`config.mk`:
```
export PLATFORM = sky130hd
export DESIGN_NAME = cmp_timer
export DESIGN_NICKNAME = d
export VERILOG_FILES = /design/src/rtl/cmp_timer_pkg.sv /design/src/rtl/cmp_timer_regs.sv /design/src/rtl/cmp_timer_counter.sv /design/src/rtl/cmp_timer.sv
export SDC_FILE = /design/constraint.sdc
export NUM_CORES = 1
export LEC_CHECK = 0
export BUFFER_PORTS_ARGS = -buffer_cell sky130_fd_sc_hd__buf_2
export CORE_UTILIZATION = 25
export DETAILED_ROUTE_END_ITERATION = 10
export HOLD_SLACK_MARGIN = 0.15
export PLACE_DENSITY = 0.42
export SLEW_MARGIN = 40
export SYNTH_ARGS = -nofsm -noshare
export SYNTH_HDL_FRONTEND = slang
export SYNTH_HIERARCHICAL = 1
export SYNTH_SLANG_ARGS = --single-unit
```
`constraint.sdc`:
```
create_clock -name clk -period 2.5 [get_ports clk]
set_input_delay 0 -clock clk [delete_from_list [all_inputs] [get_ports clk]]
set_output_delay 0 -clock clk [all_outputs]
set_load 0.05 [all_outputs]
```
`src/rtl/cmp_timer_pkg.sv`:
```
`timescale 1ns/1ps
package cmp_timer_pkg;
    localparam int ADDR_W = 6;
    localparam int DATA_W = 32;

    localparam logic [ADDR_W-1:0] OFF_MATCH = 6'h00;
    localparam logic [ADDR_W-1:0] OFF_COUNT = 6'h04;
    localparam logic [ADDR_W-1:0] OFF_CTRL  = 6'h08;
    localparam logic [ADDR_W-1:0] OFF_ZERO  = 6'h0C;
    localparam logic [ADDR_W-1:0] OFF_LOCK  = 6'h20;

    localparam int BIT_RUN     = 0;
    localparam int BIT_RESTART = 1;
endpackage

```
`src/rtl/cmp_timer_regs.sv`:
```
`timescale 1ns/1ps
module cmp_timer_regs
    import cmp_timer_pkg::*;
#(
    parameter int CNT_W = 32
) (
    input  logic              clk,
    input  logic              rst_n,
    input  logic              bus_wr,
    input  logic [ADDR_W-1:0] bus_addr,
    input  logic [DATA_W-1:0] bus_wdata,
    output logic [CNT_W-1:0]  match_o,
    output logic              run_o,
    output logic              restart_o,
    output logic              lock_o,
    output logic              zero_o
);
    typedef struct packed {
        logic [CNT_W-1:0] match;
        logic             run;
        logic             restart;
        logic             lock;
    } regs_t;

    regs_t reg_d, reg_q;

    always_comb begin
        reg_d  = reg_q;
        zero_o = 1'b0;
        if (bus_wr) begin
            case (bus_addr)
                OFF_LOCK:  reg_d.lock = bus_wdata[0];
                OFF_MATCH: if (!reg_q.lock) reg_d.match = bus_wdata[CNT_W-1:0];
                OFF_CTRL: begin
                    if (!reg_q.lock) begin
                        reg_d.run     = bus_wdata[BIT_RUN];
                        reg_d.restart = bus_wdata[BIT_RESTART];
                    end
                end
                OFF_ZERO:  zero_o = !reg_q.lock;
                default:   ;
            endcase
        end
    end

    always_ff @(posedge clk) begin
        if (!rst_n) begin
            reg_q.match   <= '1;
            reg_q.run     <= 1'b0;
            reg_q.restart <= 1'b0;
            reg_q.lock    <= 1'b0;
        end else begin
            reg_q <= reg_d;
        end
    end

    assign match_o   = reg_q.match;
    assign run_o     = reg_q.run;
    assign restart_o = reg_q.restart;
    assign lock_o    = reg_q.lock;

    // locked writes leave the match and control state untouched
    a_r7_match_locked: assert property (@(posedge clk) disable iff (!rst_n)
        (reg_q.lock && bus_wr && bus_addr == OFF_MATCH) |=> $stable(match_o));
    a_r7_ctrl_locked: assert property (@(posedge clk) disable iff (!rst_n)
        (reg_q.lock && bus_wr && bus_addr == OFF_CTRL) |=> ($stable(run_o) && $stable(restart_o)));
    // a write to the count offset changes no register
    a_r9_count_ro: assert property (@(posedge clk) disable iff (!rst_n)
        (bus_wr && bus_addr == OFF_COUNT) |=> ($stable(match_o) && $stable(lock_o) && $stable(run_o)));
endmodule

```
`src/rtl/cmp_timer_counter.sv`:
```
`timescale 1ns/1ps
module cmp_timer_counter #(
    parameter int CNT_W = 32
) (
    input  logic             clk,
    input  logic             rst_n,
    input  logic             tick,
    input  logic             run,
    input  logic             restart,
    input  logic             zero,
    input  logic [CNT_W-1:0] match,
    output logic [CNT_W-1:0] count_o,
    output logic             irq_o
);
    typedef struct packed {
        logic [CNT_W-1:0] cnt;
        logic             eq_prev;
        logic             irq;
    } cnt_t;

    cnt_t st_d, st_q;
    logic hit;

    always_comb begin
        st_d         = st_q;
        hit          = run && (st_q.cnt == match);
        st_d.eq_prev = hit;
        st_d.irq     = hit && !st_q.eq_prev;
        if (zero) begin
            st_d.cnt = '0;
        end else if (run && tick) begin
            st_d.cnt = (restart && hit) ? '0 : st_q.cnt + 1'b1;
        end
    end

    always_ff @(posedge clk) begin
        if (!rst_n) begin
            st_q <= '0;
        end else begin
            st_q <= st_d;
        end
    end

    assign count_o = st_q.cnt;
    assign irq_o   = st_q.irq;

    // without an advance or zeroing the count holds
    a_r2_hold: assert property (@(posedge clk) disable iff (!rst_n)
        (!(run && tick) && !zero) |=> $stable(count_o));
    // the top value rolls over to zero
    a_r3_wrap: assert property (@(posedge clk) disable iff (!rst_n)
        (run && tick && !zero && !restart && count_o == '1) |=> (count_o == '0));
    // the interrupt never lasts two cycles
    a_r4_single: assert property (@(posedge clk) disable iff (!rst_n)
        irq_o |=> !irq_o);
    // auto-restart returns to zero on a counting match
    a_r5_restart: assert property (@(posedge clk) disable iff (!rst_n)
        (run && tick && restart && count_o == match) |=> (count_o == '0));
    // zeroing write wins over counting
    a_r6_zero: assert property (@(posedge clk) disable iff (!rst_n)
        zero |=> (count_o == '0));
endmodule

```
`src/rtl/cmp_timer.sv`:
```
`timescale 1ns/1ps
module cmp_timer
    import cmp_timer_pkg::*;
#(
    parameter int CNT_W = 32
) (
    input  logic              clk,
    input  logic              rst_n,
    input  logic              tick,
    input  logic              bus_wr,
    input  logic [ADDR_W-1:0] bus_addr,
    input  logic [DATA_W-1:0] bus_wdata,
    output logic [DATA_W-1:0] bus_rdata,
    output logic              irq_out
);
    logic [CNT_W-1:0] match_w, count_w;
    logic             run_w, restart_w, lock_w, zero_w;

    cmp_timer_regs #(.CNT_W(CNT_W)) u_regs (
        .clk       (clk),
        .rst_n     (rst_n),
        .bus_wr    (bus_wr),
        .bus_addr  (bus_addr),
        .bus_wdata (bus_wdata),
        .match_o   (match_w),
        .run_o     (run_w),
        .restart_o (restart_w),
        .lock_o    (lock_w),
        .zero_o    (zero_w)
    );

    cmp_timer_counter #(.CNT_W(CNT_W)) u_cnt (
        .clk     (clk),
        .rst_n   (rst_n),
        .tick    (tick),
        .run     (run_w),
        .restart (restart_w),
        .zero    (zero_w),
        .match   (match_w),
        .count_o (count_w),
        .irq_o   (irq_out)
    );

    always_comb begin
        case (bus_addr)
            OFF_MATCH: bus_rdata = DATA_W'(match_w);
            OFF_COUNT: bus_rdata = DATA_W'(count_w);
            OFF_CTRL:  bus_rdata = DATA_W'({restart_w, run_w});
            OFF_LOCK:  bus_rdata = DATA_W'(lock_w);
            default:   bus_rdata = '0;
        endcase
    end

    // interrupt is quiet in the cycle after reset
    a_r1_irq_reset: assert property (@(posedge clk)
        !rst_n |=> !irq_out);
endmodule

```
==> results.sh, run 1 <==
export IMPL_ys_top_cells_by_area="dfxtp_1 33%, mux2i_1 8.3%, buf_4 6.2%"
export IMPL_yosysTopAreaCell="dfxtp_1"
export IMPL_synth_compound_area_share_pct=9.36
export IMPL_postRouteAntennaNets=0
export IMPL_synthToLayoutAreaGrowth_pct=27.8
export IMPL_dieWidth_um=132
export IMPL_synthSimpleGateAreaFrac_pct=26.6
export IMPL_grt_ovfl_total=0
export IMPL_avgSynthCellArea_sq_um=8.33
export IMPL_numCtsBuffers=9
export IMPL_hold_class="primary input to flip-flop"
export IMPL_ys_seq_area_share_pct=32.7
export IMPL_drc=0
export IMPL_dr_pass1_iters=4
export IMPL_reg2reg_setup_slack_ns=0.09
export IMPL_wire_per_inst_um=15.6
export IMPL_synth_edf_count=0
export IMPL_yosysTopAreaCellShare_pct=32.7
export IMPL_ir_worst_vdd_mv=0.291
export IMPL_post_route_min_period_ns=2.41
export IMPL_hold_viol_final=0
export IMPL_stdcell_count=818
export IMPL_slew_viol_final=0
export IMPL_nNetsFinal=636
export IMPL_dpl_cell_count=757
export IMPL_synth_top_family_by_area="simple AND/OR/NAND/NOR gates"
export IMPL_place_hpwl_um=9200
export IMPL_async_flop_share_pct=0
export IMPL_hold_end="u_regs/run_o$_SDFFE_PN0P_"
export IMPL_start_kind="flip-flop"
export IMPL_synthMuxAreaShare_pct=8.29
export IMPL_synth_area_sq_um=4220
export IMPL_grt_first_pass_wirelength_um=20600
export IMPL_clkLatencyLatePin_ns=0.34
export IMPL_r2r_start="u_regs/lock_o$_SDFFE_PN0P_"
export IMPL_grt_pass1_vias=3736
export IMPL_ios=75
export IMPL_period_share_pct=96.3
export IMPL_synthXorXnorAreaFrac_pct=10.2
export IMPL_ys_warnings_count=6
export IMPL_ys_ff_latch=69
export IMPL_hold_path_startpoint="bus_addr[0]"
export IMPL_place_congestion=0.777
export IMPL_path_clk_slew_ns=0.06
export IMPL_drt_iter0_markers=178
export IMPL_antenna_found_initial=0
export IMPL_worst_pin_slew_ns=0.611
export IMPL_cts_max_path_buffers=2
export IMPL_path_class="flip-flop to flip-flop"
export IMPL_core_sq_um=16500
export IMPL_finClkSkew_ns=0.00517
export IMPL_drive_gt1_share_pct=21.4
export IMPL_rows=47
export IMPL_routed_via_density=4.48
export IMPL_die_h_um=132
export IMPL_antennaDiodeCount=0
export IMPL_clock_fmax_mhz=415
export IMPL_reg2reg_depth=6
export IMPL_cts_post_setup_buffers_inserted=0
export IMPL_dp_slack_ns=0.240
export IMPL_maxSlewHeadroom_pct=58.2
export IMPL_cp_end_kind="flip-flop"
export IMPL_start_util_pct=25.6
export IMPL_cts_tree="yes"
export IMPL_crit_arrival_ns=2.63
export IMPL_grt_usage_pct=15.3
export IMPL_root_buffer="clkbuf_16"
export IMPL_power_density_nw_per_um2=509
export IMPL_via_count=3663
export IMPL_setup_ws_ns=0.0923
export IMPL_htreeDepth=3
export IMPL_syn_nets=550
export IMPL_p_leak_uw=0.00239
export IMPL_synth_cell_types=46
export IMPL_setup_violations=0
export IMPL_routed_wl_um=12800
export IMPL_synth_adder_area_share_pct=0.296
export IMPL_outcome="finished, final reports clean"
export IMPL_cp_required_ns=2.72
export IMPL_hold_path_cell_count=4
export IMPL_die_area_sq_um=17400
export IMPL_cts_sinks=69
export IMPL_io_buffers=74
export IMPL_synthCells=507
export IMPL_yosys_most_used_dff="dfxtp_1"
export IMPL_grt_max_degree=35
export IMPL_r2r_end="u_regs/match_o[16]$_SDFFE_PN1P_"
export IMPL_critPathMaxFanout=34
export IMPL_cap_violations=0
-- cells in the mapped netlist (2+ instances only) --
master and number:
a21oi_1 5, a31oi_1 3, and2_1 3, and3_1 6
and4_1 6, buf_1 2, buf_2 13, buf_4 35
buf_6 2, clkbuf_1 9, dfxtp_1 69, inv_1 36
mux2i_1 35, nand2_1 27, nand2b_1 5, nand3_1 44
nand4_1 11, nand4_4 2, nand4b_1 3, nor2_1 54
nor2_2 10, nor2b_1 9, nor3_1 5, nor4_1 5
nor4_4 2, nor4b_1 2, o211ai_1 33, o21a_1 2
o21ai_0 4, or3_1 2, xnor2_1 25, xor2_1 24
-- layout by cell type, fill, tap and decap left out, types with 6 or more instances in the layout --
cell           synthesis  routed
nor2_2                10      10
dfxtp_1               69      69
buf_2                 13      74
dlygate4sd3_1          0      45
nand2_1               27      27
xnor2_1               25      25
mux2i_1               35      35
and3_1                 6       6
inv_1                 36      36
and4_1                 6       6
o211ai_1              33      33
nand4_1               11      11
clkbuf_16              0       9
nand3_1               44      44
nor2b_1                9       9
nor2_1                54      54
buf_4                 35      16
xor2_1                24      24
-- kinds of logic after synthesis --
group	after synthesis
compound gates	53
mux	35
xor+xnor	49
buf+inv	98
fa+ha+maj	1
flops	69
simple gates	202
-- flip-flops by register name (all words and copies together) (netlist names) --
register	flops
u_cnt/count_o	32
u_regs/match_o	32
u_cnt/irq_o	1
u_cnt/st_q	1
u_regs/lock_o	1
u_regs/restart_o	1
u_regs/run_o	1
-- worst max-delay path by stage --
stage,startpoint,cells after the start,to,slack [ns]
6_report,u_regs/lock_o$_SDFFE_PN0P_,6,u_regs/match_o[16]$_SDFFE_PN1P_,0.09
5_1_grt,u_regs/lock_o$_SDFFE_PN0P_,6,u_regs/match_o[9]$_SDFFE_PN1P_,-0.02
3_5_place_dp,u_cnt/count_o[5]$_SDFFE_PP0P_,7,u_cnt/count_o[16]$_SDFFE_PP0P_,0.24
3_3_place_gp,u_cnt/count_o[5]$_SDFFE_PP0P_,7,u_cnt/count_o[4]$_SDFFE_PP0P_,0.25
4_1_cts,u_regs/lock_o$_SDFFE_PN0P_,6,u_regs/match_o[9]$_SDFFE_PN1P_,0.04
2_1_floorplan,u_regs/run_o$_SDFFE_PN0P_,3,bus_rdata[0],0.59
-- layer usage --
| layer | global-route usage [%] | wire length, um | vias to the layer above |
|---|---|---|---|
| met5 | 0 | 0 | - |
| met4 | 4.52 | 164 | 0 |
| met3 | 3.42 | 493 | 16 |
| met2 | 25.2 | 6030 | 64 |
| met1 | 19.8 | 6110 | 1702 |
| li1 | - | - | 1881 |
-- stage by stage --
stage                     area [sq um]  total power (uW)  setup TNS [ns]  util (%)  hold slack (ns)
after global placement            4620              1330               0      28.0            0.252
after CTS                         5400              2780               0      32.7            0.163
after global routing              5400              2850         -0.0215      32.7            0.206
after floorplan                   4220              1260               0         -           0.0933
after detailed placement          4620              1330               0      28.0            0.255
final                             5400              2750               0      32.7            0.178
-- layout make-up --
cell class                 count  area (sq um)
clock buffer                  10           239
clock inverter                 6          86.3
fill                        1723         11100
multi-input combinational    340          2310
sequential                    69          1380
timing repair buffer         137           972
tap                          220           275
inverter                      36           135
-- power by group --
part	internal [uW]	switching, uW	total (uW)
Combinational	110	122	232
Sequential	1110	11.3	1120
Clock	898	502	1400
Total	2120	635	2750
-- critical path, cell delays in order (launching register included) --
cell and delay [ns]:
dfxtp_1 0.34, nor4b_4 0.34, buf_6 0.32, and2_1 0.17
buf_4 0.37, o211ai_1 0.13, dlygate4sd3_1 0.58
-- timing repair --
| item | CTS | global route |
|---|---|---|
| resized for setup | 0 | 1 |
| setup endpoints to repair | 0 | 7 |
| hold endpoints to repair | 36 | 0 |
| hold buffers | 45 | 0 |
(Power assumes the default switching activity.)
==> run 2, diff against run 1 <==
- GPL_TIMING_DRIVEN: unset -> 0
==> run 2 against run 1 <==
  * First-iteration DRC count up 11%
  * Sequential power about the same
  * Highest routed layer unchanged
  * Clock skew grew 0.0015 ns
  * Combinational power increased by 7%
  * Critical endpoint is now u_cnt/count_o[21]$_SDFFE_PP0P_
  * Non-clock buffer count increased by 44
==> results.sh, run 2 (synthesized netlist as in run 1, its figures left out) <==
export IMPL_die_h_um=132
export IMPL_drt_iter0_markers=198
export IMPL_synthToLayoutAreaGrowth_pct=33.4
export IMPL_cap_violations=0
export IMPL_path_clk_slew_ns=0.06
export IMPL_drc=0
export IMPL_antennaDiodeCount=0
export IMPL_antenna_found_initial=0
export IMPL_start_util_pct=25.6
export IMPL_postRouteAntennaNets=0
export IMPL_grt_ovfl_total=0
export IMPL_cts_max_path_buffers=2
export IMPL_cp_end_kind="flip-flop"
export IMPL_worst_pin_slew_ns=0.781
export IMPL_die_area_sq_um=17400
export IMPL_period_share_pct=93.8
export IMPL_power_uw=2740
export IMPL_io_buffers=74
export IMPL_rows=47
export IMPL_wire_per_inst_um=15.6
export IMPL_dr_pass1_iters=4
export IMPL_grt_usage_pct=16.2
export IMPL_final_cell_mix="87 x buf_2, 69 x dfxtp_1, 54 x nor2_1, 44 x nand3_1, 42 x dlygate4sd3_1"
export IMPL_clkLatencyLatePin_ns=0.34
export IMPL_cp_required_ns=2.73
export IMPL_stdcell_count=862
export IMPL_numCtsBuffers=9
export IMPL_dpl_cell_count=801
export IMPL_setup_ws_ns=0.154
export IMPL_grt_setup_unrepaired="false"
export IMPL_final_common_cell="buf_2"
export IMPL_cts_sinks=69
export IMPL_routed_wl_um=13400
export IMPL_nNetsFinal=680
export IMPL_fin_setup_tns_ns=0
export IMPL_setup_violations=0
export IMPL_routed_via_density=4.50
export IMPL_dp_slack_ns=0.0518
export IMPL_dieWidth_um=132
export IMPL_start_kind="flip-flop"
export IMPL_root_buffer="clkbuf_16"
export IMPL_critPathBufInv=2
export IMPL_holdWs_ns=0.218
export IMPL_path_cells="clkbuf_1, xnor2_1, nand4_1, nor3_1, nand4_4, o21bai_4, buf_6, nor2_2"
export IMPL_grt_max_degree=13
export IMPL_drive_gt1_share_pct=25.7
export IMPL_cp_top_family="simple AND/OR/NAND/NOR gates"
export IMPL_cpPeakStageDelay_ns=0.37
export IMPL_finClkSkew_ns=0.00670
export IMPL_power_density_nw_per_um2=487
export IMPL_place_congestion=0.786
export IMPL_grt_pass1_vias=3754
export IMPL_via_count=3879
export IMPL_ios=75
export IMPL_place_hpwl_um=9970
export IMPL_hold_class="primary input to flip-flop"
export IMPL_crit_arrival_ns=2.58
export IMPL_slowest_stage="nor3_1"
export IMPL_critPathMaxFanout=10
export IMPL_htreeDepth=3
export IMPL_core_sq_um=16500
export IMPL_post_route_min_period_ns=2.35
export IMPL_p_leak_uw=0.00260
export IMPL_ir_worst_vdd_mv=0.370
export IMPL_maxSlewHeadroom_pct=47.7
export IMPL_slew_viol_final=0
export IMPL_outcome="finished, final reports clean"
export IMPL_hold_viol_final=0
export IMPL_clock_fmax_mhz=426
export IMPL_path_class="flip-flop to flip-flop"
export IMPL_grt_first_pass_wirelength_um=21400
export IMPL_cts_tree="yes"
==> run 2: cell count changes in the layout (fill, tap and decap cells not counted), sizes merged <==
cell,before,now
buf,92,129
clkbuf,10,19
dlygate4sd3,45,42
clkinvlp,1,2
==> run 2: worst paths after layout <==
kind	cells after the start	startpoint	end	slack [ns]
worst max register to register	8	u_cnt/count_o[10]$_SDFFE_PP0P_	u_cnt/count_o[21]$_SDFFE_PP0P_	0.15
worst max-delay path	8	u_cnt/count_o[10]$_SDFFE_PP0P_	u_cnt/count_o[21]$_SDFFE_PP0P_	0.15
worst min register to register	1	u_cnt/st_q[1]$_SDFF_PN0_	u_cnt/irq_o$_SDFF_PN0_	0.38
worst min-delay path	3	rst_n	u_cnt/st_q[1]$_SDFF_PN0_	0.22
==> run 2: what timing repair did <==
item	CTS	global route
gates resized for setup	0	1
setup buffers	0	3
endpoints found under the hold margin	36	0
setup endpoints to repair	0	21
hold buffers	42	0
==> run 2: metal layers <==
layer  vias up  track usage [%]  share of wire, %
met5         -                0                 0
met4         0             5.81               1.3
met3        10             2.73               4.6
met2        85             26.0                46
met1      1815             21.7                48
li1       1969                -                 -
==> run 2: through the flow <==
stage	utilization, %	area [sq um]
floorplan	-	4220
global placement	29.5	4870
detailed placement	29.5	4870
CTS	33.9	5610
global route	34.1	5630
finish	34.1	5630
==> run 2: report_power, final <==
part           total, uW  switching (uW)  internal [uW]
clock               1380             513            868
sequential          1110            8.14           1110
combinational        248             129            119
total               2740             650           2090
==> run 2: worst register-to-register path: stages, from the launching register on <==
cell and delay, ns:
dfxtp_1 0.32, clkbuf_1 0.31, xnor2_1 0.21, nand4_1 0.12, nor3_1 0.37, nand4_4 0.28, o21bai_4 0.35, buf_6 0.23
nor2_2 0.05
==> run 2: area by class of cell <==
class | instances | area (sq um)
clock buffer | 9 | 225
multi-input combinational | 340 | 2320
inverter | 36 | 135
clock inverter | 7 | 90.1
timing repair buffer | 119 | 813
tap | 220 | 275
buffer | 62 | 397
fill | 1745 | 10900
sequential | 69 | 1380
==> run 3, diff against run 2 <==
- REMOVE_ABC_BUFFERS: unset -> 1
==> run 3 against run 2 <==
  * Worst setup slack worse by 0.079 ns
  * Cell count down 6.1%
  * Non-clock buffer count down 51
  * Die area unchanged
  * Fmax down 3.3%
  * Routed wire length down 10%
  * First-iteration DRC count down 41%
  * Flip-flop and latch count unchanged
  * Clock power down 19%
  * Largest cell class unchanged
  * Core utilization down 1.9 points
==> results.sh, run 3 (synthesized netlist as in run 1, its figures left out) <==
export IMPL_outcome="finished, final reports clean"
export IMPL_path_class="flip-flop to flip-flop"
export IMPL_p_leak_uw=0.00234
export IMPL_fin_setup_tns_ns=0
export IMPL_post_route_min_period_ns=2.42
export IMPL_switchingPower_uw=581
export IMPL_drive_gt1_share_pct=20.5
export IMPL_maxSlewHeadroom_pct=50.2
export IMPL_clock_fmax_mhz=412
export IMPL_slew_viol_final=0
export IMPL_drt_iter0_markers=116
export IMPL_antenna_found_initial=0
export IMPL_critPathMaxFanout=13
export IMPL_holdWs_ns=0.184
export IMPL_worst_pin_slew_ns=0.748
export IMPL_wire_per_inst_um=14.9
export IMPL_grt_ovfl_total=0
export IMPL_power_frac_comb_pct=9.6
export IMPL_grt_usage_pct=14.4
export IMPL_cap_violations=0
export IMPL_ios=75
export IMPL_antennaDiodeCount=0
export IMPL_cpPeakStageDelay_ns=0.57
export IMPL_dr_pass1_iters=4
export IMPL_hold_viol_final=0
export IMPL_finClkSkew_ns=0.00467
export IMPL_final_cell_mix="72 x buf_2, 69 x dfxtp_1, 54 x nor2_1, 47 x dlygate4sd3_1, 44 x nand3_1"
export IMPL_postRouteAntennaNets=0
export IMPL_cts_max_path_buffers=2
export IMPL_start_util_pct=25.6
export IMPL_synthToLayoutAreaGrowth_pct=25.9
export IMPL_clkLatencyLatePin_ns=0.32
export IMPL_fin_util_pct=32.2
export IMPL_slowest_stage="nor4_1"
export IMPL_p_sw_share_pct=23.4
export IMPL_place_hpwl_um=8330
export IMPL_final_cell_area_sq_um=5320
export IMPL_routed_via_density=4.51
export IMPL_io_buffers=74
export IMPL_place_congestion=0.767
export IMPL_path_cells="xor2_1, nor4_1, and4_1, nand4_4, o21bai_4, nor2_1"
export IMPL_die_h_um=132
export IMPL_period_share_pct=97.0
export IMPL_cp_required_ns=2.70
export IMPL_pwr_share_clk_pct=45.2
export IMPL_routed_wl_um=12000
export IMPL_htreeDepth=3
export IMPL_cp_end_kind="flip-flop"
export IMPL_via_count=3649
export IMPL_final_common_cell="buf_2"
export IMPL_post_dp_cell_area_sq_um=4530
export IMPL_core_sq_um=16500
export IMPL_nNetsFinal=630
export IMPL_dpl_cell_count=745
export IMPL_cts_tree="yes"
export IMPL_dieWidth_um=132
export IMPL_root_buffer="clkbuf_16"
export IMPL_ir_worst_vdd_mv=0.306
export IMPL_path_clk_slew_ns=0.05
export IMPL_p_int_uw=1900
export IMPL_cts_sinks=69
export IMPL_stdcell_count=809
export IMPL_hold_class="primary input to flip-flop"
export IMPL_power_density_nw_per_um2=466
export IMPL_rows=47
export IMPL_p_seq_share_pct=45.2
export IMPL_grt_max_degree=40
export IMPL_grt_first_pass_wirelength_um=19800
export IMPL_setup_violations=0
export IMPL_grt_pass1_vias=3693
export IMPL_drc=0
export IMPL_start_kind="flip-flop"
export IMPL_numCtsBuffers=9
export IMPL_crit_arrival_ns=2.62
export IMPL_grt_setup_unrepaired="false"
export IMPL_die_area_sq_um=17400
-- run 3: what timing repair did --
| action | 4_1_cts | 5_1_grt |
|---|---|---|
| hold endpoints to repair | 36 | 11 |
| buffers inserted | 2 | 1 |
| hold buffers | 46 | 1 |
| cloned | 1 | 0 |
| setup endpoints to repair | 25 | 6 |
| resized for setup | 2 | 1 |
| pin swaps | 2 | 1 |
-- run 3: through the flow --
step / total power (uW) / setup slack, ns
after floorplan: 1230 / 0.148
after global placement: 1320 / -1.34
after detailed placement: 1330 / -0.290
after CTS: 2530 / 0.0499
after global routing: 2600 / 0.0215
final: 2480 / 0.0754
-- run 3: power by group through the flow --
stage,registers (uW),clock network [uW],logic (uW)
global placement,1140,0,180
floorplan,1140,0,88.5
detailed placement,1140,0,186
global route,1120,1220,259
CTS,1120,1170,239
finish,1120,1120,238
-- run 3: metal layers --
metal	vias up	routed length, um	share of wire (%)	global-route usage [%]
met5	-	0	0	0
met4	0	81	0.67	3.49
met3	5	392	3.3	2.77
met2	73	5200	43	22.6
met1	1698	6350	53	20.2
li1	1873	-	-	-
-- run 3: worst paths after layout --
path                                        from                               to  slack (ns)  cells past startpoint
hold / removal                       bus_addr[4]  u_regs/match_o[25]$_SDFFE_PN1P_        0.18                      4
setup reg to reg  u_cnt/count_o[28]$_SDFFE_PP0P_   u_cnt/count_o[16]$_SDFFE_PP0P_        0.08                      6
setup / recovery  u_cnt/count_o[28]$_SDFFE_PP0P_   u_cnt/count_o[16]$_SDFFE_PP0P_        0.08                      6
hold reg to reg         u_cnt/st_q[1]$_SDFF_PN0_           u_cnt/irq_o$_SDFF_PN0_        0.38                      1
-- run 3: critical path, delay by kind of cell (launching register included) --
| family | cells | cell delay (ns) |
|---|---|---|
| AOI/OAI and AO/OA | 1 | 0.45 |
| xor gates and xnor gates | 1 | 0.20 |
| DFF | 1 | 0.36 |
| and+or+nand+nor | 4 | 1.28 |
-- run 3: layout make-up --
cell class              count  area, sq um
fillers                  1778        11200
well taps                 220          275
multi-input cells         341         2340
clock buffers              10          239
clock inverters             3         15.0
flip-flops and latches     69         1380
inverters                  36          135
repair buffers            130          933
